File: src/rtl/kpk_pkg.sv
package kpk_pkg;

    typedef enum logic [2:0] {
        PH_IDLE,
        PH_KEYS,
        PH_STAT,
        PH_SECRET,
        PH_FLUSH,
        PH_FILL,
        PH_LEN
    } phase_e;

    typedef enum logic [1:0] {
        SRC_ACC,
        SRC_ZERO,
        SRC_LEN
    } wsrc_e;

endpackage

File: src/rtl/kpk_accum.sv
module kpk_accum #(
    parameter int WORD_BYTES = 4,
    parameter int ACC_BYTES  = 8
) (
    input  logic                              clk,
    input  logic                              rst_n,
    input  logic                              clr,
    input  logic                              push_en,
    input  logic [$clog2(ACC_BYTES+1)-1:0]    push_len,
    input  logic [8*ACC_BYTES-1:0]            push_data,
    input  logic                              pop,
    input  logic                              pad,
    output logic [8*WORD_BYTES-1:0]           head,
    output logic [$clog2(ACC_BYTES+1)-1:0]    cnt
);
    localparam int ACC_W  = 8 * ACC_BYTES;
    localparam int WORD_W = 8 * WORD_BYTES;
    localparam int CNT_W  = $clog2(ACC_BYTES + 1);

    typedef struct packed {
        logic [ACC_W-1:0] acc;
        logic [CNT_W-1:0] cnt;
    } acc_s;

    acc_s s_d, s_q;

    // Bytes are kept oldest-first from the MSB; unused low bytes stay zero.
    always_comb begin
        s_d = s_q;
        if (clr) begin
            s_d.acc = '0;
            s_d.cnt = '0;
        end else if (pop) begin
            s_d.acc = s_q.acc << WORD_W;
            s_d.cnt = s_q.cnt - CNT_W'(WORD_BYTES);
        end else if (pad) begin
            s_d.cnt = CNT_W'(WORD_BYTES);
        end else if (push_en) begin
            s_d.acc = s_q.acc | (push_data >> {s_q.cnt, 3'b000});
            s_d.cnt = s_q.cnt + push_len;
        end
    end

    always_ff @(posedge clk or negedge rst_n) begin
        if (!rst_n) s_q <= '0;
        else        s_q <= s_d;
    end

    assign head = s_q.acc[ACC_W-1 -: WORD_W];
    assign cnt  = s_q.cnt;

    // a push never overruns the byte store
    p_no_overflow_r2: assert property (@(posedge clk) disable iff (!rst_n)
        push_en |-> (32'(s_q.cnt) + 32'(push_len) <= ACC_BYTES));

    // a word leaves only when four bytes are held
    p_pop_full_r2: assert property (@(posedge clk) disable iff (!rst_n)
        pop |-> (32'(s_q.cnt) >= WORD_BYTES));

    // zero fill only tops up a partial word
    p_pad_partial_r3: assert property (@(posedge clk) disable iff (!rst_n)
        pad |-> (s_q.cnt != '0) && (32'(s_q.cnt) < WORD_BYTES));

endmodule

File: src/rtl/kpk_tail.sv
module kpk_tail #(
    parameter int WORD_BYTES  = 4,
    parameter int BLOCK_BYTES = 64,
    parameter int DEV_W       = 7,
    parameter int KEY_BYTES   = 5,
    parameter int TRAIL_BYTES = 10
) (
    input  logic                     clk,
    input  logic                     rst_n,
    input  logic                     clr,
    input  logic [DEV_W-1:0]         dev_count,
    input  logic                     advance,
    input  logic                     last_i,
    output logic                     off_at_end,
    output logic [8*WORD_BYTES-1:0]  len_word
);
    localparam int WORD_W = 8 * WORD_BYTES;
    localparam int OFF_W  = $clog2(BLOCK_BYTES);

    typedef struct packed {
        logic [OFF_W-1:0] off;
        logic [DEV_W-1:0] n;
    } tail_s;

    tail_s s_d, s_q;

    always_comb begin
        s_d = s_q;
        if (clr) begin
            s_d.off = '0;
            s_d.n   = dev_count;
        end else if (advance) begin
            s_d.off = s_q.off + OFF_W'(WORD_BYTES);
        end
    end

    always_ff @(posedge clk or negedge rst_n) begin
        if (!rst_n) s_q <= '0;
        else        s_q <= s_d;
    end

    assign off_at_end = (s_q.off == OFF_W'(BLOCK_BYTES - WORD_BYTES));
    assign len_word   = (WORD_W'(s_q.n) * WORD_W'(KEY_BYTES) + WORD_W'(TRAIL_BYTES)) << 3;

    // the length word lands in the last slot of a block
    p_len_slot_r4: assert property (@(posedge clk) disable iff (!rst_n)
        (advance && last_i) |-> off_at_end);

    // the offset stays word aligned
    p_off_aligned_r4: assert property (@(posedge clk) disable iff (!rst_n)
        (32'(s_q.off) % WORD_BYTES) == 0);

endmodule

File: src/rtl/kpk_seq.sv
module kpk_seq
    import kpk_pkg::*;
#(
    parameter int DEV_W      = 7,
    parameter int KEY_BYTES  = 5,
    parameter int STAT_BYTES = 2,
    parameter int SEC_BYTES  = 8,
    parameter int WORD_BYTES = 4,
    parameter int ACC_BYTES  = 8
) (
    input  logic                            clk,
    input  logic                            rst_n,
    input  logic                            start,
    input  logic [DEV_W-1:0]                dev_count,
    input  logic [8*STAT_BYTES-1:0]         status,
    input  logic [8*SEC_BYTES-1:0]          m0,
    input  logic                            key_valid,
    input  logic [8*KEY_BYTES-1:0]          key_data,
    output logic                            key_ready,
    input  logic                            word_ready,
    input  logic [$clog2(ACC_BYTES+1)-1:0]  acc_cnt,
    input  logic                            off_at_end,
    output logic                            clr,
    output logic                            push_en,
    output logic [$clog2(ACC_BYTES+1)-1:0]  push_len,
    output logic [8*ACC_BYTES-1:0]          push_data,
    output logic                            pop,
    output logic                            pad,
    output logic                            word_valid,
    output wsrc_e                           word_src,
    output logic                            word_last,
    output logic                            done,
    output logic                            err
);
    localparam int KEY_W   = 8 * KEY_BYTES;
    localparam int STAT_W  = 8 * STAT_BYTES;
    localparam int SEC_W   = 8 * SEC_BYTES;
    localparam int WORD_W  = 8 * WORD_BYTES;
    localparam int ACC_W   = 8 * ACC_BYTES;
    localparam int ACNT_W  = $clog2(ACC_BYTES + 1);
    localparam int CHUNKS  = SEC_BYTES / WORD_BYTES;
    localparam int CH_W    = $clog2(CHUNKS + 1);

    typedef struct packed {
        phase_e             phase;
        logic [DEV_W-1:0]   left;
        logic [STAT_W-1:0]  stat;
        logic [SEC_W-1:0]   sec;
        logic [CH_W-1:0]    chunks;
        logic               done;
        logic               err;
    } seq_s;

    seq_s s_d, s_q;
    logic full;
    logic packing;

    always_comb begin
        s_d        = s_q;
        s_d.done   = 1'b0;
        s_d.err    = 1'b0;
        key_ready  = 1'b0;
        clr        = 1'b0;
        push_en    = 1'b0;
        push_len   = '0;
        push_data  = '0;
        pop        = 1'b0;
        pad        = 1'b0;
        word_valid = 1'b0;
        word_src   = SRC_ACC;
        word_last  = 1'b0;
        full       = (acc_cnt >= ACNT_W'(WORD_BYTES));
        packing    = s_q.phase inside {PH_KEYS, PH_STAT, PH_SECRET, PH_FLUSH};

        unique case (s_q.phase)
            PH_IDLE: begin
                if (start) begin
                    if (dev_count == '0) begin
                        s_d.err = 1'b1;
                    end else begin
                        clr        = 1'b1;
                        s_d.phase  = PH_KEYS;
                        s_d.left   = dev_count;
                        s_d.stat   = status;
                        s_d.sec    = m0;
                        s_d.chunks = CH_W'(CHUNKS);
                    end
                end
            end
            PH_KEYS: begin
                if (!full) begin
                    key_ready = 1'b1;
                    if (key_valid) begin
                        push_en   = 1'b1;
                        push_len  = ACNT_W'(KEY_BYTES);
                        push_data = {key_data, {(ACC_W-KEY_W){1'b0}}};
                        s_d.left  = s_q.left - DEV_W'(1);
                        if (s_q.left == DEV_W'(1)) s_d.phase = PH_STAT;
                    end
                end
            end
            PH_STAT: begin
                if (!full) begin
                    push_en   = 1'b1;
                    push_len  = ACNT_W'(STAT_BYTES);
                    push_data = {s_q.stat, {(ACC_W-STAT_W){1'b0}}};
                    s_d.phase = PH_SECRET;
                end
            end
            PH_SECRET: begin
                if (!full) begin
                    push_en    = 1'b1;
                    push_len   = ACNT_W'(WORD_BYTES);
                    push_data  = {s_q.sec[SEC_W-1 -: WORD_W], {(ACC_W-WORD_W){1'b0}}};
                    s_d.sec    = s_q.sec << WORD_W;
                    s_d.chunks = s_q.chunks - CH_W'(1);
                    if (s_q.chunks == CH_W'(1)) s_d.phase = PH_FLUSH;
                end
            end
            PH_FLUSH: begin
                if (!full) begin
                    if (acc_cnt == '0) s_d.phase = PH_FILL;
                    else               pad = 1'b1;
                end
            end
            PH_FILL: begin
                if (off_at_end) begin
                    s_d.phase = PH_LEN;
                end else begin
                    word_valid = 1'b1;
                    word_src   = SRC_ZERO;
                end
            end
            PH_LEN: begin
                word_valid = 1'b1;
                word_src   = SRC_LEN;
                word_last  = 1'b1;
                if (word_ready) begin
                    s_d.phase = PH_IDLE;
                    s_d.done  = 1'b1;
                end
            end
            default: s_d.phase = PH_IDLE;
        endcase

        if (packing && full) begin
            word_valid = 1'b1;
            word_src   = SRC_ACC;
            pop        = word_ready;
        end
    end

    always_ff @(posedge clk or negedge rst_n) begin
        if (!rst_n) begin
            s_q       <= '0;
            s_q.phase <= PH_IDLE;
        end else begin
            s_q <= s_d;
        end
    end

    assign done = s_q.done;
    assign err  = s_q.err;

    // done is a single-cycle pulse and the block goes quiet after it
    p_done_pulse_r8: assert property (@(posedge clk) disable iff (!rst_n)
        done |=> !done && !word_valid);

    // err is a single-cycle pulse
    p_err_pulse_r9: assert property (@(posedge clk) disable iff (!rst_n)
        err |=> !err);

    // a start during a message does not restart the key count
    p_busy_start_r10: assert property (@(posedge clk) disable iff (!rst_n)
        (start && s_q.phase != PH_IDLE && !key_ready) |=> $stable(s_q.left));

endmodule

File: src/rtl/keylist_hash_packer.sv
module keylist_hash_packer
    import kpk_pkg::*;
#(
    parameter int DEV_W       = 7,
    parameter int KEY_BYTES   = 5,
    parameter int STAT_BYTES  = 2,
    parameter int SEC_BYTES   = 8,
    parameter int WORD_BYTES  = 4,
    parameter int BLOCK_BYTES = 64
) (
    input  logic                         clk,
    input  logic                         rst_n,
    input  logic                         start,
    input  logic [DEV_W-1:0]             dev_count,
    input  logic [8*STAT_BYTES-1:0]      status,
    input  logic [8*SEC_BYTES-1:0]       m0,
    input  logic                         key_valid,
    input  logic [8*KEY_BYTES-1:0]       key_data,
    output logic                         key_ready,
    output logic                         word_valid,
    output logic [8*WORD_BYTES-1:0]      word_data,
    output logic                         word_last,
    input  logic                         word_ready,
    output logic                         done,
    output logic                         err
);
    localparam int ACC_BYTES   = WORD_BYTES - 1 + KEY_BYTES;
    localparam int ACC_W       = 8 * ACC_BYTES;
    localparam int ACNT_W      = $clog2(ACC_BYTES + 1);
    localparam int WORD_W      = 8 * WORD_BYTES;
    localparam int TRAIL_BYTES = STAT_BYTES + SEC_BYTES;

    logic              clr, push_en, pop, pad, off_at_end, advance;
    logic [ACNT_W-1:0] push_len, acc_cnt;
    logic [ACC_W-1:0]  push_data;
    logic [WORD_W-1:0] head, len_word;
    wsrc_e             word_src;

    kpk_seq #(
        .DEV_W(DEV_W), .KEY_BYTES(KEY_BYTES), .STAT_BYTES(STAT_BYTES),
        .SEC_BYTES(SEC_BYTES), .WORD_BYTES(WORD_BYTES), .ACC_BYTES(ACC_BYTES)
    ) u_seq (
        .clk(clk), .rst_n(rst_n), .start(start), .dev_count(dev_count),
        .status(status), .m0(m0), .key_valid(key_valid), .key_data(key_data),
        .key_ready(key_ready), .word_ready(word_ready), .acc_cnt(acc_cnt),
        .off_at_end(off_at_end), .clr(clr), .push_en(push_en),
        .push_len(push_len), .push_data(push_data), .pop(pop), .pad(pad),
        .word_valid(word_valid), .word_src(word_src), .word_last(word_last),
        .done(done), .err(err)
    );

    kpk_accum #(.WORD_BYTES(WORD_BYTES), .ACC_BYTES(ACC_BYTES)) u_acc (
        .clk(clk), .rst_n(rst_n), .clr(clr), .push_en(push_en),
        .push_len(push_len), .push_data(push_data), .pop(pop), .pad(pad),
        .head(head), .cnt(acc_cnt)
    );

    assign advance = word_valid && word_ready;

    kpk_tail #(
        .WORD_BYTES(WORD_BYTES), .BLOCK_BYTES(BLOCK_BYTES), .DEV_W(DEV_W),
        .KEY_BYTES(KEY_BYTES), .TRAIL_BYTES(TRAIL_BYTES)
    ) u_tail (
        .clk(clk), .rst_n(rst_n), .clr(clr), .dev_count(dev_count),
        .advance(advance), .last_i(word_last), .off_at_end(off_at_end),
        .len_word(len_word)
    );

    always_comb begin
        unique case (word_src)
            SRC_ACC:  word_data = head;
            SRC_ZERO: word_data = '0;
            SRC_LEN:  word_data = len_word;
            default:  word_data = '0;
        endcase
    end

    // an offered word is held until taken
    p_hold_r7: assert property (@(posedge clk) disable iff (!rst_n)
        (word_valid && !word_ready) |=> word_valid && $stable(word_data) && $stable(word_last));

    // an accepted key lands whole in the byte store
    p_key_lands_r11: assert property (@(posedge clk) disable iff (!rst_n)
        (key_valid && key_ready) |=> (32'(acc_cnt) >= KEY_BYTES));

endmodule

File: config.mk
export PLATFORM = sky130hd
export DESIGN_NAME = keylist_hash_packer
export DESIGN_NICKNAME = d
export VERILOG_FILES = /design/src/rtl/kpk_pkg.sv /design/src/rtl/kpk_accum.sv /design/src/rtl/kpk_tail.sv /design/src/rtl/kpk_seq.sv /design/src/rtl/keylist_hash_packer.sv
export SDC_FILE = /design/constraint.sdc
export NUM_CORES = 1
export LEC_CHECK = 0
export BUFFER_PORTS_ARGS = -buffer_cell sky130_fd_sc_hd__buf_2
export CORE_ASPECT_RATIO = 2
export CORE_MARGIN = 4
export CORE_UTILIZATION = 63
export DETAILED_ROUTE_END_ITERATION = 8
export GPL_TIMING_DRIVEN = 0
export PLACE_DENSITY_LB_ADDON = 0.2
export SYNTH_ARGS = -nofsm -noshare
export SYNTH_HDL_FRONTEND = slang
export SYNTH_HIERARCHICAL = 1
export SYNTH_SLANG_ARGS = --single-unit
File: constraint.sdc
create_clock -name clk -period 6.1 [get_ports clk]
set_clock_uncertainty 0.15 [all_clocks]
set_input_delay 0.305 -clock clk [delete_from_list [all_inputs] [get_ports clk]]
set_output_delay 0.305 -clock clk [all_outputs]
set_load 0.1 [all_outputs]
### Word level (Yosys, flattened, before mapping)

Index checks and enable logic that the tools add are counted.

| word-level totals | value |
|---|---|
| word-level logic and storage cells | 121 |
| bits in registers | 175 |
| output and inout bits | 37 |

| operators by class | value |
|---|---|
| equal/unequal tests | 23 |
| reductions and logical operators | 18 |
| muxes and demuxes | 58 |
| $add $sub $neg | 6 |
| shift-type cells | 1 |
| $mul | 1 |
| bitwise operators | 2 |
| $lt $le $gt $ge | 1 |

Operators by type and width:

| operator | number |
|---|---|
| $mux 64 | 5 |
| $mux 68 | 3 |
| $pmux 64 s3 | 1 |
| $mux 92 | 2 |
| $pmux 66 s2 | 1 |
| $mux 66 | 1 |
| $or 64x64->64 | 1 |
| $pmux 32 s2 | 1 |
| $shr 64x7->64 | 1 |
| $mux 3 | 10 |
| $ne 2x2->1 const B | 12 |
| $pmux 3 s7 | 1 |
| $mux 1 | 20 |
| $mux 10 | 2 |
| $pmux 7 s2 | 1 |
| $mux 6 | 2 |
| $pmux 4 s3 | 1 |
| $reduce_and 12->1 | 1 |
| $add 10x4->11 const B | 1 |
| $mul 7x3->10 const B | 1 |
| $eq 3x3->1 const B | 3 |
| $mux 4 | 2 |
| $reduce_bool 4->1 | 2 |
| $eq 7x1->1 const B | 1 |
| other kinds (28) | 34 |

### Logic depth before layout (Yosys ltp)

Gate-level depths: netlist of run 1.

| logic depth | value |
|---|---|
| depth in word-level cells | 9 |
| mapped depth | 12 |
| mapped depth without buffers | 9 |

### Hierarchy

Netlist of run 1, hierarchy kept.

By module, submodules not included:

| module | area each (sq um) | cells an instance | instances | seq. area each (sq um) |
|---|---|---|---|---|
| kpk_accum | 5116.2 | 557 | 1 | 1701.6 |
| kpk_seq | 5004.8 | 552 | 1 | 2352.3 |
| kpk_tail | 978.4 | 94 | 1 | 275.3 |
| keylist_hash_packer | 529.3 | 72 | 1 | 0.0 |

### Worst setup path before layout of run 1

Ideal clock, no wire load.

| timing path | value |
|---|---|
| kind | reg-to-output |
| start point | reg u_tail/s_q[0] in the netlist's numbering |
| end point | out word_data[11] |
| data arrival time | 3.352 ns |
| slack | 2.293 ns |
| required time | 5.645 ns |
| stages on the path, launching flop included | 9 |
| cells stage by stage | dfrtp_1 > ha_1 > fa_1 > ha_1 > a211o_1 > a2111oi_2 > nand3b_1 > mux2i_1 > nor2_1 |

| between the ends | value |
|---|---|
| cells in the longest elaborated chain, start to end | 3 |

RTL lines:

| what | line | RTL |
|---|---|---|
| from (decl) | kpk_tail.sv:25 | `tail_s s_d, s_q;` |
| from (signal assigned) | kpk_tail.sv:38 | `if (!rst_n) s_q <= '0;` |
| from (signal assigned) | kpk_tail.sv:39 | `else s_q <= s_d;` |
| $mul 7x3->10 | kpk_tail.sv:43 | `assign len_word = (WORD_W'(s_q.n) * WORD_W'(KEY_BYTES) + WORD_W'(TRAIL_BYTES)) << 3;` |
| $add 10x4->11 | kpk_tail.sv:43 |  |
| named net len_word[11] | keylist_hash_packer.sv:36 | `logic [WORD_W-1:0] head, len_word;` |
| $pmux 32 s2 | keylist_hash_packer.sv:70 | `unique case (word_src)` |
| to (decl) | keylist_hash_packer.sv:21 | `output logic [8*WORD_BYTES-1:0] word_data,` |

The timed path passes the listed nets, and every way through them passes these cells.

### Worst setup path in the final report of run 1

| timing path | value |
|---|---|
| start point | reg u_acc.s_q (netlist bit u_acc/cnt[2]) |
| end point | reg u_acc/s_q[29] in the netlist's numbering |

| between the ends | value |
|---|---|
| cells in the longest elaborated chain, start to end | 9 |
| elaborated cells on any way between the ends | 23 |

RTL lines:

| what | line | RTL |
|---|---|---|
| from (decl) | kpk_accum.sv:25 | `acc_s s_d, s_q;` |
| from (signal assigned) | kpk_accum.sv:45 | `if (!rst_n) s_q <= '0;` |
| from (signal assigned) | kpk_accum.sv:46 | `else s_q <= s_d;` |
| $ge 4x3->1 (*) | kpk_seq.sv:72 | `full = (acc_cnt >= ACNT_W'(WORD_BYTES));` |
| $mux 64 (on tied branches) | kpk_seq.sv:111, kpk_seq.sv:91, kpk_seq.sv:103 |  |
| $pmux 64 s3 (*) | kpk_seq.sv:75 | `unique case (s_q.phase)` |
| named net push_data[57] | keylist_hash_packer.sv:35 | `logic [ACC_W-1:0] push_data;` |
| $shr 64x7->64 (*) | kpk_accum.sv:39 | `s_d.acc = s_q.acc \| (push_data >> {s_q.cnt, 3'b000});` |
| $or 64x64->64 (*) | kpk_accum.sv:39 |  |
| $mux 68 (*) | kpk_accum.sv:38 | `end else if (push_en) begin` |
| $mux 64 (*) | kpk_accum.sv:36 | `end else if (pad) begin` |
| $mux 68 (*) | kpk_accum.sv:33 | `end else if (pop) begin` |
| $mux 68 (*) | kpk_accum.sv:30 | `if (clr) begin` |

The timed path passes the listed nets; every way through them passes the cells marked *. The select of a mux whose other input is x is not followed.
A chain may end at the register's enable or synchronous reset.

==> results of run 1 <==
cell usage in the layout, fill, tap and decap left out, types with 5 or more instances in the layout:
cell type / instances
a21o_1: 9
o21bai_1: 10
conb_1: 47
o22ai_1: 5
o211ai_1: 14
nand3_1: 7
nor3_1: 25
o21ai_0: 76
clkbuf_16: 17
a32o_1: 7
a211oi_1: 8
nand2_1: 142
o21ai_1: 36
nor3b_1: 7
a2111oi_0: 8
dfrtp_1: 173
and2_1: 19
a21oi_1: 69
xnor2_1: 7
o2bb2ai_1: 5
dlygate4sd3_1: 70
a2bb2oi_1: 7
buf_4: 90
o41a_1: 7
clkbuf_1: 45
nor2b_1: 24
buf_2: 203
a22oi_1: 46
mux2i_1: 98
inv_1: 23
ha_1: 22
a22o_1: 24
nor2_1: 98
mux2_2: 29
xor2_1: 5
buf_1: 6
nand2b_1: 6
mux2_1: 7
mux4_2: 11
worst register-to-register path: stages, from the launching register on:
cell and delay (ns):
dfrtp_1 0.42, buf_4 0.15, nor2_1 0.29, nand3_1 0.46, clkbuf_1 0.42, o21ai_0 0.96, mux2i_1 0.25, o22ai_1 0.50
a211oi_1 0.15, nor2_1 0.12
per-layer routing:
| layer | share of wire (%) | vias to the layer above | track usage (%) | routed length (µm) |
|---|---|---|---|---|
| li1 | - | 5047 | - | - |
| met1 | 31 | 5389 | 41.92 | 13490 |
| met2 | 52 | 729 | 72.37 | 22220 |
| met3 | 6.9 | 232 | 7.901 | 2974 |
| met4 | 9.8 | 0 | 36.95 | 4212 |
| met5 | 0 | - | 0 | 0 |
where the power goes:
group	leakage [nW]	switching (W)	internal (W)	total [W]
registers	2.27	0.000346	0.00162	0.00197
clock network	0.262	0.000489	0.000558	0.00105
logic	4.11	0.00310	0.00155	0.00466
total	6.64	0.00394	0.00374	0.00767
registers in the layout (all words and copies together), names as in the netlist:
name        cells
u_acc/s_q      32
u_acc/head     32
u_seq/err       1
u_tail/s_q     11
u_seq/s_q      92
u_seq/done      1
u_acc/cnt       4
synthesized netlist by cell type (all sizes together) (3+ instances only):
| library cell | n | area share, % |
|---|---|---|
| a32oi | 3 | 0.23 |
| a21o | 10 | 0.66 |
| nand2b | 6 | 0.32 |
| o22ai | 5 | 0.27 |
| o21bai | 10 | 0.65 |
| a21oi | 70 | 3.0 |
| mux2 | 36 | 3.5 |
| nand3 | 7 | 0.30 |
| ha | 22 | 2.4 |
| clkbuf | 44 | 1.4 |
| or3 | 3 | 0.20 |
| xnor2 | 7 | 0.53 |
| a22o | 24 | 1.8 |
| mux4 | 11 | 2.1 |
| o41a | 7 | 0.68 |
| buf | 140 | 8.6 |
| a22oi | 46 | 3.0 |
| and2 | 19 | 1.0 |
| a31oi | 4 | 0.22 |
| or2 | 3 | 0.16 |
| nor3 | 25 | 1.1 |
| nor2b | 24 | 1.3 |
| o211ai | 14 | 0.90 |
| nor2 | 99 | 3.2 |
| a32o | 7 | 0.60 |
| xor2 | 5 | 0.38 |
| a2bb2oi | 7 | 0.53 |
| inv | 25 | 0.81 |
| o311ai | 4 | 0.30 |
| nor3b | 7 | 0.45 |
| mux2i | 98 | 8.4 |
| a211oi | 8 | 0.52 |
| and3 | 3 | 0.16 |
| nand2 | 142 | 4.6 |
| dfrtp | 173 | 37 |
| a2111oi | 11 | 0.99 |
| o2bb2ai | 5 | 0.38 |
| a221oi | 3 | 0.23 |
| a311oi | 4 | 0.30 |
| o21ai | 112 | 4.8 |
per-stage QoR:
stage	utilization [%]	setup slack [ns]	hold slack, ns	power (W)	std cells
finish	78.00	2.148	0.01073	0.007673	1807
global route	78.00	2.012	0.001955	0.008081	1807
CTS	78.00	2.265	0.0004086	0.007482	1807
detailed placement	71.11	2.305	0.1813	0.006381	1705
global placement	70.83	1.947	0.3103	0.006256	1703
floorplan	-	2.293	-0.1406	0.005234	1320
worst paths after layout:
check,start,to,slack [ns],cells past startpoint
max in group asynchronous,rst_n,u_seq/s_q[81],4.59,3
min in group asynchronous,rst_n,u_tail/s_q[12],0.29,2
worst min register to register,u_acc/s_q[24],u_acc/s_q[24],0.34,2
worst max register to register,u_acc/cnt[2],u_acc/s_q[29],2.15,9
worst max-delay path,u_acc/cnt[2],u_acc/s_q[29],2.15,9
worst min-delay path,m0[36],u_seq/s_q[40],0.01,3
cell type report:
cell class	count	area, µm²	area share [%]
Multi-Input combinational cell	938	6220	43.77
Sequential cell	173	4329	30.47
Timing Repair Buffer	239	1582	11.13
Buffer	184	1161	8.171
Clock buffer	21	470.5	3.311
Tap cell	216	270.3	1.902
Inverter	25	93.84	0.6604
Clock inverter	11	83.83	0.5899
what timing repair did:
item,in CTS,in global routing
hold endpoints to repair,152,0
setup endpoints to repair,0,0
hold buffers,70,0
cell families after synthesis:
| group | Yosys count | synth area share (%) |
|---|---|---|
| AOI/OAI and AO/OA | 364 | 20.83 |
| xor gates and xnor gates | 12 | 0.9038 |
| adders and majority gates | 24 | 2.711 |
| buffers and inverters | 209 | 10.79 |
| DFF | 173 | 37.23 |
| muxes | 145 | 14.05 |
| other | 2 | 0.06458 |
| and+or+nand+nor | 346 | 13.42 |
==> summary.txt, run 1 <==
Status
  – Status: complete, no violations

Critical path
  – Critical path's largest stage delay: 0.96 ns
  – Worst EP arrival: 4.17 ns
  – Crit path max-delay family: compound AO/OA/AOI/OAI gates
  – Cell repeated most along the worst path: nor2_1
  – Worst path slowest cell: o21ai_0
  – Crit-path cells: buf_4 -> nor2_1 -> nand3_1 -> clkbuf_1 -> o21ai_0 -> mux2i_1 -> o22ai_1 -> a211oi_1 -> nor2_1
  – Crit path capture type: register
  – CP Max Fanout: 10
  – Critical Path Source Type: register
  – Worst path bufs/invs: 2
  – Crit Path Class: register to register
  – Worst Path Required: 6.32 ns

Placement
  – HPWL Detailed: 30.26 mm
  – Placed Area: 12950 µm²
  – Final Wtd Congestion: 1.050
  – PortBufs: 167

STA
  – Least-Margin Pin Slew: 1.310 ns
  – Crit share post-route: 64.79%
  – Fmax: 0.2530 GHz
  – Min Tclk post-route: 3.952 ns
  – Final Hold Viols: 0
  – Pins Over Slew Limit: 0
  – Setup TNS: 0 ns
  – RSZ-0062 raised after global routing: no
  – Final setup fails: 0
  – Worst slew margin: 11.73%

Min path
  – Hold Crit Class: primary input to register

Job
  – Max-Cap Viols: 0

Routing
  – Vias: 11.40k
  – First-pass DRT Iterations: 8
  – DR iter-0 viols: 963
  – DRT Wirelength: 42.90 mm
  – Vias per Instance: 6.307
  – DRT antenna net count: 0
  – DRC viols: 0
  – DR WL/cell: 23.74 µm

Clock network
  – Post-CTS setup buffers: 0
  – Clock buffer depth: 2
  – Root Buffer: clkbuf_16
  – Clk slew on worst S/H paths: 0.07 ns
  – CTS tree: yes
  – Post-CTS sizing: 0
  – CTS H-tree depth: 4
  – Clock Sinks: 173
  – CTS Buf Count: 17
  – Clock latency on the worst-skew pair: 0.44 ns

Synth
  – Synth Flop Type: dfrtp_1
  – Netlist cell types: 71
  – Number of flops mapped to enable cells by yosys: 0
  – Post-synthesis cell area: 11630 µm²
  – Yosys reg bits: 173
  – Sequential share of the synthesized area: 37.23%
  – Syn avg cell area: 9.121 µm²
  – Async SR Flop Fraction: 100.0%
  – Synthesis Warnings: 6
  – Cells after Synth: 1275

Global routing
  – Initial antenna violation count: 0
  – GRT Util Overall: 41.73%
  – Largest net degree at the start of global routing: 91
  – Vias in the first global route: 12.08k
  – GRT overflow: 0
  – First-pass GRT wire length: 67.15 mm

Pwr
  – Power per Cell Area: 540.0 nW/µm²
  – Max rail drop VDD: 0.0003549 V
  – Leakage: 6.643 nW

Final layout
  – Share of cells above drive strength 1: 24.45%
  – Area delta synth->final: 22.20%
  – Finished layout cell area: 14210 µm²
  – Ant. Diodes: 0
  – Fill count: 1239
  – Layout Nets: 1734

Die
  – Die Y: 200.1 µm
  – FP Rows: 70
  – I/O pin total: 169
  – Core Area: 18220 µm²
  – Die span in x: 104.1 µm
  – Initial Util: 63.83%
  – DIE AREA: 20830 µm²
Note: power is estimated with default switching activity, not from simulation.
==> run 2: changes to the inputs <==
--- a/config.mk
+++ b/config.mk
@@ -8,7 +8,7 @@
 export BUFFER_PORTS_ARGS = -buffer_cell sky130_fd_sc_hd__buf_2
 export CORE_ASPECT_RATIO = 2
 export CORE_MARGIN = 4
-export CORE_UTILIZATION = 63
+export CORE_UTILIZATION = 59
 export DETAILED_ROUTE_END_ITERATION = 8
 export GPL_TIMING_DRIVEN = 0
 export PLACE_DENSITY_LB_ADDON = 0.2
==> constraint.sdc (replaced) <==
create_clock -name clk -period 3.95 [get_ports clk]
set_clock_uncertainty 0.15 [all_clocks]
set_input_delay 0.1975 -clock clk [delete_from_list [all_inputs] [get_ports clk]]
set_output_delay 0.1975 -clock clk [all_outputs]
set_load 0.1 [all_outputs]
==> run 2 against run 1 <==
Global-route usage is 1.9 points lower. Largest power group unchanged. Worst hold slack better by 0.045 ns. Highest routed layer unchanged. Final cell count is 3.5% higher. Power is 58% higher. Critical path depth is 1 lower. Maximum frequency is 3.8% higher. Cell area is 2.4% higher. Setup slack worse by 2.0 ns. Die area is 6.4% higher.
==> summary.txt, run 2 (synthesis results as in run 1) <==
Critical path
  – Worst reg2reg setup slack: 0.14 ns (-2.01 ns)
  – R2r startpoint: u_acc/cnt[2]
  – Crit-path cells: buf_4 -> nor2_1 -> nand3_1 -> clkbuf_1 -> o21ai_0 -> a2bb2oi_1 -> a2111oi_0 -> a21o_1
  – Crit path capture type: register
  – Crit Path Class: register to register
  – Worst Path Required: 4.19 ns (-2.13 ns)
  – Worst r2r path cells: 8 (-1)
  – CP Launch Point: u_acc/cnt[2]
  – Critical Path Source Type: register
  – Worst EP arrival: 4.05 ns (-0.12 ns)
  – Capturing point of the worst reg2reg path: u_acc/s_q[14]
  – Worst setup path end: u_acc/s_q[14]
  – Critical path's largest stage delay: 0.93 ns (-0.03 ns)
  – CP Max Fanout: 10 (unchanged)
  – Worst path slowest cell: o21ai_0

Placement
  – Placed Area: 13010 µm² (+0.42%)
  – Final Wtd Congestion: 0.9986 (-4.9%)
  – Place WS: 0.00003175 ns (-2.305 ns)
  – HPWL Detailed: 30.75 mm (+1.6%)
  – PortBufs: 167 (unchanged)

Final layout
  – Finished layout cell area: 14550 µm² (+2.4%)
  – Ant. Diodes: 0 (unchanged)
  – Commonest non-fill, non-tap cells in the layout: buf_2 (203), dfrtp_1 (173), nand2_1 (142)
  – Post-layout util: 75.11% (-2.9 points)
  – Max reg flops: 92 (unchanged)
  – Share of cells above drive strength 1: 24.27% (-0.18 points)
  – Area delta synth->final: 25.10%
  – Multi-input gate area: 6226 µm² (+0.10%)
  – Fill count: 1380 (+11%)
  – Largest Register: u_seq/s_q
  – Layout Nets: 1754 (+1.2%)
  – Storage cell area: 4329 µm² (unchanged)
  – Commonest non-fill, non-tap cell in the layout: buf_2

Die
  – FP Rows: 72 (+2.9%)
  – I/O pin total: 169 (unchanged)
  – Die Y: 206.5 µm (+3.2%)
  – Die span in x: 107.3 µm (+3.1%)
  – DIE AREA: 22160 µm² (+6.4%)
  – Initial Util: 60.04% (-3.8 points)
  – Core Area: 19370 µm² (+6.3%)

Pwr
  – Power, Total: 0.01209 W (+58%)
  – P_int: 0.006003 W (+61%)
  – Reg power frac: 25.2% (-0.5 points)
  – Clock power frac: 15.0% (+1.4 points)
  – Max rail drop VDD: 0.0006837 V (+93%)
  – Leakage: 6.782 nW (+2.1%)
  – NetSw: 0.006085 W (+55%)
  – Combinational share of power: 59.8% (-0.9 points)
  – Power per Cell Area: 830.9 nW/µm² (+54%)
  – Switching Share: 50.34% (-0.98 points)

Job
  – Max-Cap Viols: 0 (unchanged)

Routing
  – DRT antenna net count: 0 (unchanged)
  – First-pass DRT Iterations: 8 (unchanged)
  – Vias: 11.39k (-0.097%)
  – DRT Wirelength: 43.34 mm (+1.0%)
  – Vias per Instance: 6.089 (-3.5%)
  – DR iter-0 viols: 883 (-8.3%)
  – DRC viols: 0 (unchanged)
  – DR WL/cell: 23.18 µm (-2.4%)

Global routing
  – First-pass GRT wire length: 66.25 mm (-1.3%)
  – Initial antenna violation count: 0 (unchanged)
  – GRT Util Overall: 39.87% (-1.9 points)
  – Vias in the first global route: 11.97k (-0.90%)
  – GRT overflow: 0 (unchanged)
  – Largest net degree at the start of global routing: 98 (+7.7%)

STA
  – Pins Over Slew Limit: 0 (unchanged)
  – RSZ-0062 raised after global routing: no
  – Final setup fails: 0 (unchanged)
  – Fmax: 0.2625 GHz (+3.8%)
  – Min Tclk post-route: 3.809 ns (-0.1431 ns)
  – Worst slew margin: 6.588% (-5.1 points)
  – Setup TNS: 0 ns (unchanged)
  – Final Hold Viols: 0 (unchanged)
  – Least-Margin Pin Slew: 1.387 ns (+0.07631 ns)
  – Worst setup margin: 0.1411 ns (-2.007 ns)
  – Crit share post-route: 96.43% (+32 points)

Clock network
  – Clk slew on worst S/H paths: 0.07 ns (about the same)
  – Clock Sinks: 173 (unchanged)
  – Clock buffer depth: 2 (unchanged)
  – Root Buffer: clkbuf_16
  – CTS H-tree depth: 4 (unchanged)
  – CTS Buf Count: 17 (unchanged)
  – Clock latency on the worst-skew pair: 0.45 ns (about the same)
  – CTS tree: yes
  – Post-CTS setup buffers: 0 (unchanged)

Status
  – Status: complete, no violations

Min path
  – Hold Crit Class: primary input to register
  – Min-delay src: start
run 2: changes by cell type in the layout (fill, tap and decap cells not counted), moves of 2 or more:
cell	change
clkbuf_8	-2
dlygate4sd3_1	+20
clkinvlp_4	-4
bufinv_16	+4
run 2: cell type report:
cell class | count | area share [%]
plain buffers | 184 | 7.990
clock buffers | 19 | 3.045
clock inverters | 13 | 1.290
inverters | 25 | 0.6451
multi-input cells | 938 | 42.80
flip-flops and latches | 173 | 29.76
well taps | 259 | 2.228
repair buffers | 259 | 12.25
run 2: routing by layer:
layer  vias up  global-route usage [%]  wire length (µm)
met5         -                       0                 0
met4         0                   32.51              3947
met3       216                   7.563              2655
met2       680                   70.79             22560
met1      5404                   39.71             14180
li1       5086                       -                 -
run 2: power groups by stage:
stage	logic [W]	registers [W]	clock network [W]
after floorplan	0.00524	0.00284	0
after global placement	0.00675	0.00296	0
after detailed placement	0.00690	0.00300	0
after CTS	0.00701	0.00298	0.00182
after global routing	0.00769	0.00310	0.00190
final	0.00723	0.00304	0.00181
run 2: worst min-delay path by stage:
stage,end,cells after the start
finish,u_seq/s_q[85],3
global route,u_seq/s_q[86],3
CTS,u_seq/s_q[85],3
detailed placement,u_seq/s_q[13],1
global placement,u_seq/s_q[77],2
floorplan,u_acc/cnt[0],0
run 2: repair_timing:
item	in CTS	in global routing
hold buffers	90	0
gates resized for setup	1	4
setup endpoints to repair	1	10
endpoints found under the hold margin	173	0
run 2: per-stage QoR:
| stage | hold slack [ns] | instances |
|---|---|---|
| 4_1_cts | 0.03909 | 1870 |
| 6_report | 0.05554 | 1870 |
| 3_5_place_dp | 0.06498 | 1748 |
| 2_1_floorplan | -0.2481 | 1320 |
| 3_3_place_gp | 0.2800 | 1746 |
| 5_1_grt | 0.06871 | 1870 |
run 2: worst max-delay path, delay by kind of cell, from the launching register on:
kind                   cells  cell delay [ns]
buffers and inverters      2             0.57
and+or+nand+nor            2             0.79
DFF                        1             0.40
AOI/OAI and AO/OA          4             1.83
==> run 3: changes to the inputs <==
--- a/config.mk
+++ b/config.mk
@@ -7,7 +7,6 @@
 export LEC_CHECK = 0
 export BUFFER_PORTS_ARGS = -buffer_cell sky130_fd_sc_hd__buf_2
 export CORE_ASPECT_RATIO = 2
-export CORE_MARGIN = 4
 export CORE_UTILIZATION = 59
 export DETAILED_ROUTE_END_ITERATION = 8
 export GPL_TIMING_DRIVEN = 0
==> run 3 against run 2 <==
The flow now finishes with violations (max-capacitance violations, max-slew violations). Cell area shrank 0.47%. Maximum frequency shrank 0.38%. Sequential power is essentially flat. Core utilization is essentially flat. First-iteration DRC count shrank 4.6%. Worst hold slack gained 0.027 ns. Wire length shrank 2.4%. Register-to-register slack is essentially flat. Global-route usage grew 3.5 points. Die area shrank 8.3%. Largest cell class unchanged. Largest power group unchanged.
==> summary.txt, run 3 (synthesis results as in run 1) <==
Clock network
  – CTS Buf Count: 17 (unchanged)
  – CTS tree: yes
  – CTS H-tree depth: 4 (unchanged)
  – Clk slew on worst S/H paths: 0.06 ns (about the same)
  – Clock latency on the worst-skew pair: 0.44 ns (about the same)
  – Clock buffer depth: 2 (unchanged)
  – Root Buffer: clkbuf_16
  – Clock Sinks: 173 (unchanged)

Placement
  – HPWL Detailed: 30.29 mm (-1.5%)
  – Place WS: -0.05556 ns (-0.05559 ns)
  – Final Wtd Congestion: 1.004 (+0.49%)
  – PortBufs: 167 (unchanged)
  – Dpl cells: 1748 (unchanged)

STA
  – Min Tclk post-route: 3.824 ns (+0.01459 ns)
  – Crit share post-route: 96.80% (+0.37 points)
  – Final Hold Viols: 0 (unchanged)
  – RSZ-0062 raised after global routing: no
  – Pins Over Slew Limit: 1 (+1)
  – Fmax: 0.2615 GHz (-0.38%)
  – Final setup fails: 0 (unchanged)
  – Worst slew margin: -2.384% (-9.0 points)
  – Setup TNS: 0 ns (unchanged)
  – Least-Margin Pin Slew: 1.497 ns (+0.1105 ns)
  – Hold WS: 0.08248 ns (+0.02694 ns)
  – Worst setup margin: 0.1265 ns (-0.01459 ns)

Routing
  – DRC viols: 0 (unchanged)
  – DR iter-0 viols: 842 (-4.6%)
  – First-pass DRT Iterations: 6 (-2)
  – Vias per Instance: 6.138 (+0.80%)
  – DR WL/cell: 22.64 µm (-2.3%)
  – DRT Wirelength: 42.31 mm (-2.4%)
  – DRT antenna net count: 0 (unchanged)
  – Vias: 11.47k (+0.75%)

Critical path
  – Worst setup path end: u_acc/s_q[14]
  – Worst r2r path cells: 8 (unchanged)
  – Critical Path Source Type: register
  – Worst EP arrival: 4.05 ns (about the same)
  – Capturing point of the worst reg2reg path: u_acc/s_q[14]
  – Worst reg2reg setup slack: 0.13 ns (about the same)
  – Worst Path Required: 4.17 ns (-0.02 ns)
  – CP Launch Point: u_acc/cnt[2]
  – Crit path capture type: register
  – Crit Path Class: register to register
  – R2r startpoint: u_acc/cnt[2]
  – CP Max Fanout: 10 (unchanged)

Die
  – FP Rows: 72 (unchanged)
  – Core Area: 19280 µm² (-0.47%)
  – Initial Util: 60.32% (+0.28 points)
  – I/O pin total: 169 (unchanged)
  – DIE AREA: 20310 µm² (-8.3%)
  – Die span in x: 101.3 µm (-5.6%)
  – Die Y: 200.5 µm (-2.9%)

Final layout
  – Layout Nets: 1754 (unchanged)
  – Storage cell area: 4329 µm² (unchanged)
  – Post-route insts no fill: 1869 (-0.053%)
  – Max reg flops: 92 (unchanged)
  – Commonest non-fill, non-tap cells in the layout: buf_2 (203), dfrtp_1 (173), nand2_1 (142)
  – Largest Register: u_seq/s_q
  – Fill count: 1386 (+0.43%)
  – Commonest non-fill, non-tap cell in the layout: buf_2
  – Multi-input gate area: 6220 µm² (-0.10%)
  – Area delta synth->final: 24.51%
  – Share of cells above drive strength 1: 24.04% (-0.23 points)
  – Ant. Diodes: 0 (unchanged)

Pwr
  – P_int: 0.005871 W (-2.2%)
  – NetSw: 0.006065 W (-0.32%)
  – Power per Cell Area: 824.4 nW/µm² (-0.79%)
  – Clock power frac: 13.9% (-1.1 points)
  – Reg power frac: 25.4% (+0.2 points)
  – Combinational share of power: 60.7% (+0.9 points)
  – Leakage: 6.734 nW (-0.71%)
  – Power, Total: 0.01194 W (-1.3%)
  – Switching Share: 50.82% (+0.48 points)
  – Max rail drop VDD: 0.0005973 V (-13%)

Status
  – Status: complete, but fails checks
  – Violations in the final reports: max-capacitance violations, max-slew violations

Global routing
  – GRT Util Overall: 43.39% (+3.5 points)
  – GR met1 Demand/Resource: 42.31% (+2.6 points)
  – Initial antenna violation count: 0 (unchanged)
  – Vias in the first global route: 11.82k (-1.3%)
  – Met2 Use GR: 74.64% (+3.8 points)
  – Largest net degree at the start of global routing: 127 (+30%)
  – Most Crowded Layer GR: met2
  – GRT overflow: 0 (unchanged)
  – First-pass GRT wire length: 64.71 mm (-2.3%)
  – M3 GR Usage: 7.173% (-0.39 points)

Job
  – Max-Cap Viols: 1 (+1)

Min path
  – Hold Crit Class: primary input to register
run 3: worst min-delay path by stage:
stage | start | to | cells past startpoint
4_1_cts | start | u_seq/s_q[86] | 3
3_5_place_dp | rst_n | u_seq/s_q[14] | 1
6_report | start | u_seq/err | 3
2_1_floorplan | rst_n | u_acc/cnt[0] | 0
3_3_place_gp | status[3] | u_seq/s_q[71] | 2
5_1_grt | start | u_seq/s_q[86] | 3
run 3: critical path: stages (launching register included):
cell,delay [ns]
dfrtp_1,0.41
buf_4,0.14
nor2_1,0.31
nand3_1,0.50
clkbuf_1,0.44
o21ai_0,0.98
a2bb2oi_1,0.22
a2111oi_0,0.47
a21o_1,0.12
run 3: cell type report:
class | count | area share, %
Clock inverter | 9 | 0.7777
Inverter | 25 | 0.6481
Tap cell | 259 | 2.238
Timing Repair Buffer | 259 | 12.31
Clock buffer | 22 | 3.137
Multi-Input combinational cell | 938 | 42.96
Sequential cell | 173 | 29.90
Buffer | 184 | 8.037
run 3: routing by layer:
metal  up-vias  wire, µm
met5         -         0
met4         0      4741
li1       5093         -
met2       661     21370
met1      5481     13700
met3       236      2496
run 3: power groups by stage:
stage / Sequential (W) / Clock, W / Combinational [W]
6_report: 0.00304 / 0.00166 / 0.00724
4_1_cts: 0.00297 / 0.00167 / 0.00701
2_1_floorplan: 0.00284 / 0 / 0.00524
3_3_place_gp: 0.00296 / 0 / 0.00675
3_5_place_dp: 0.00299 / 0 / 0.00690
5_1_grt: 0.00309 / 0.00174 / 0.00772
run 3: what timing repair did:
action	4_1_cts	5_1_grt
hold buffers	90	0
setup endpoints to repair	1	18
setup buffers	0	0
gates resized for setup	1	5
endpoints found under the hold margin	144	0
run 3: through the flow:
| stage | cell area (µm²) | util [%] |
|---|---|---|
| 2_1_floorplan | 11800 | - |
| 3_3_place_gp | 12960 | 67.21 |
| 3_5_place_dp | 13010 | 67.48 |
| 4_1_cts | 14480 | 75.09 |
| 5_1_grt | 14480 | 75.10 |
| 6_report | 14480 | 75.10 |
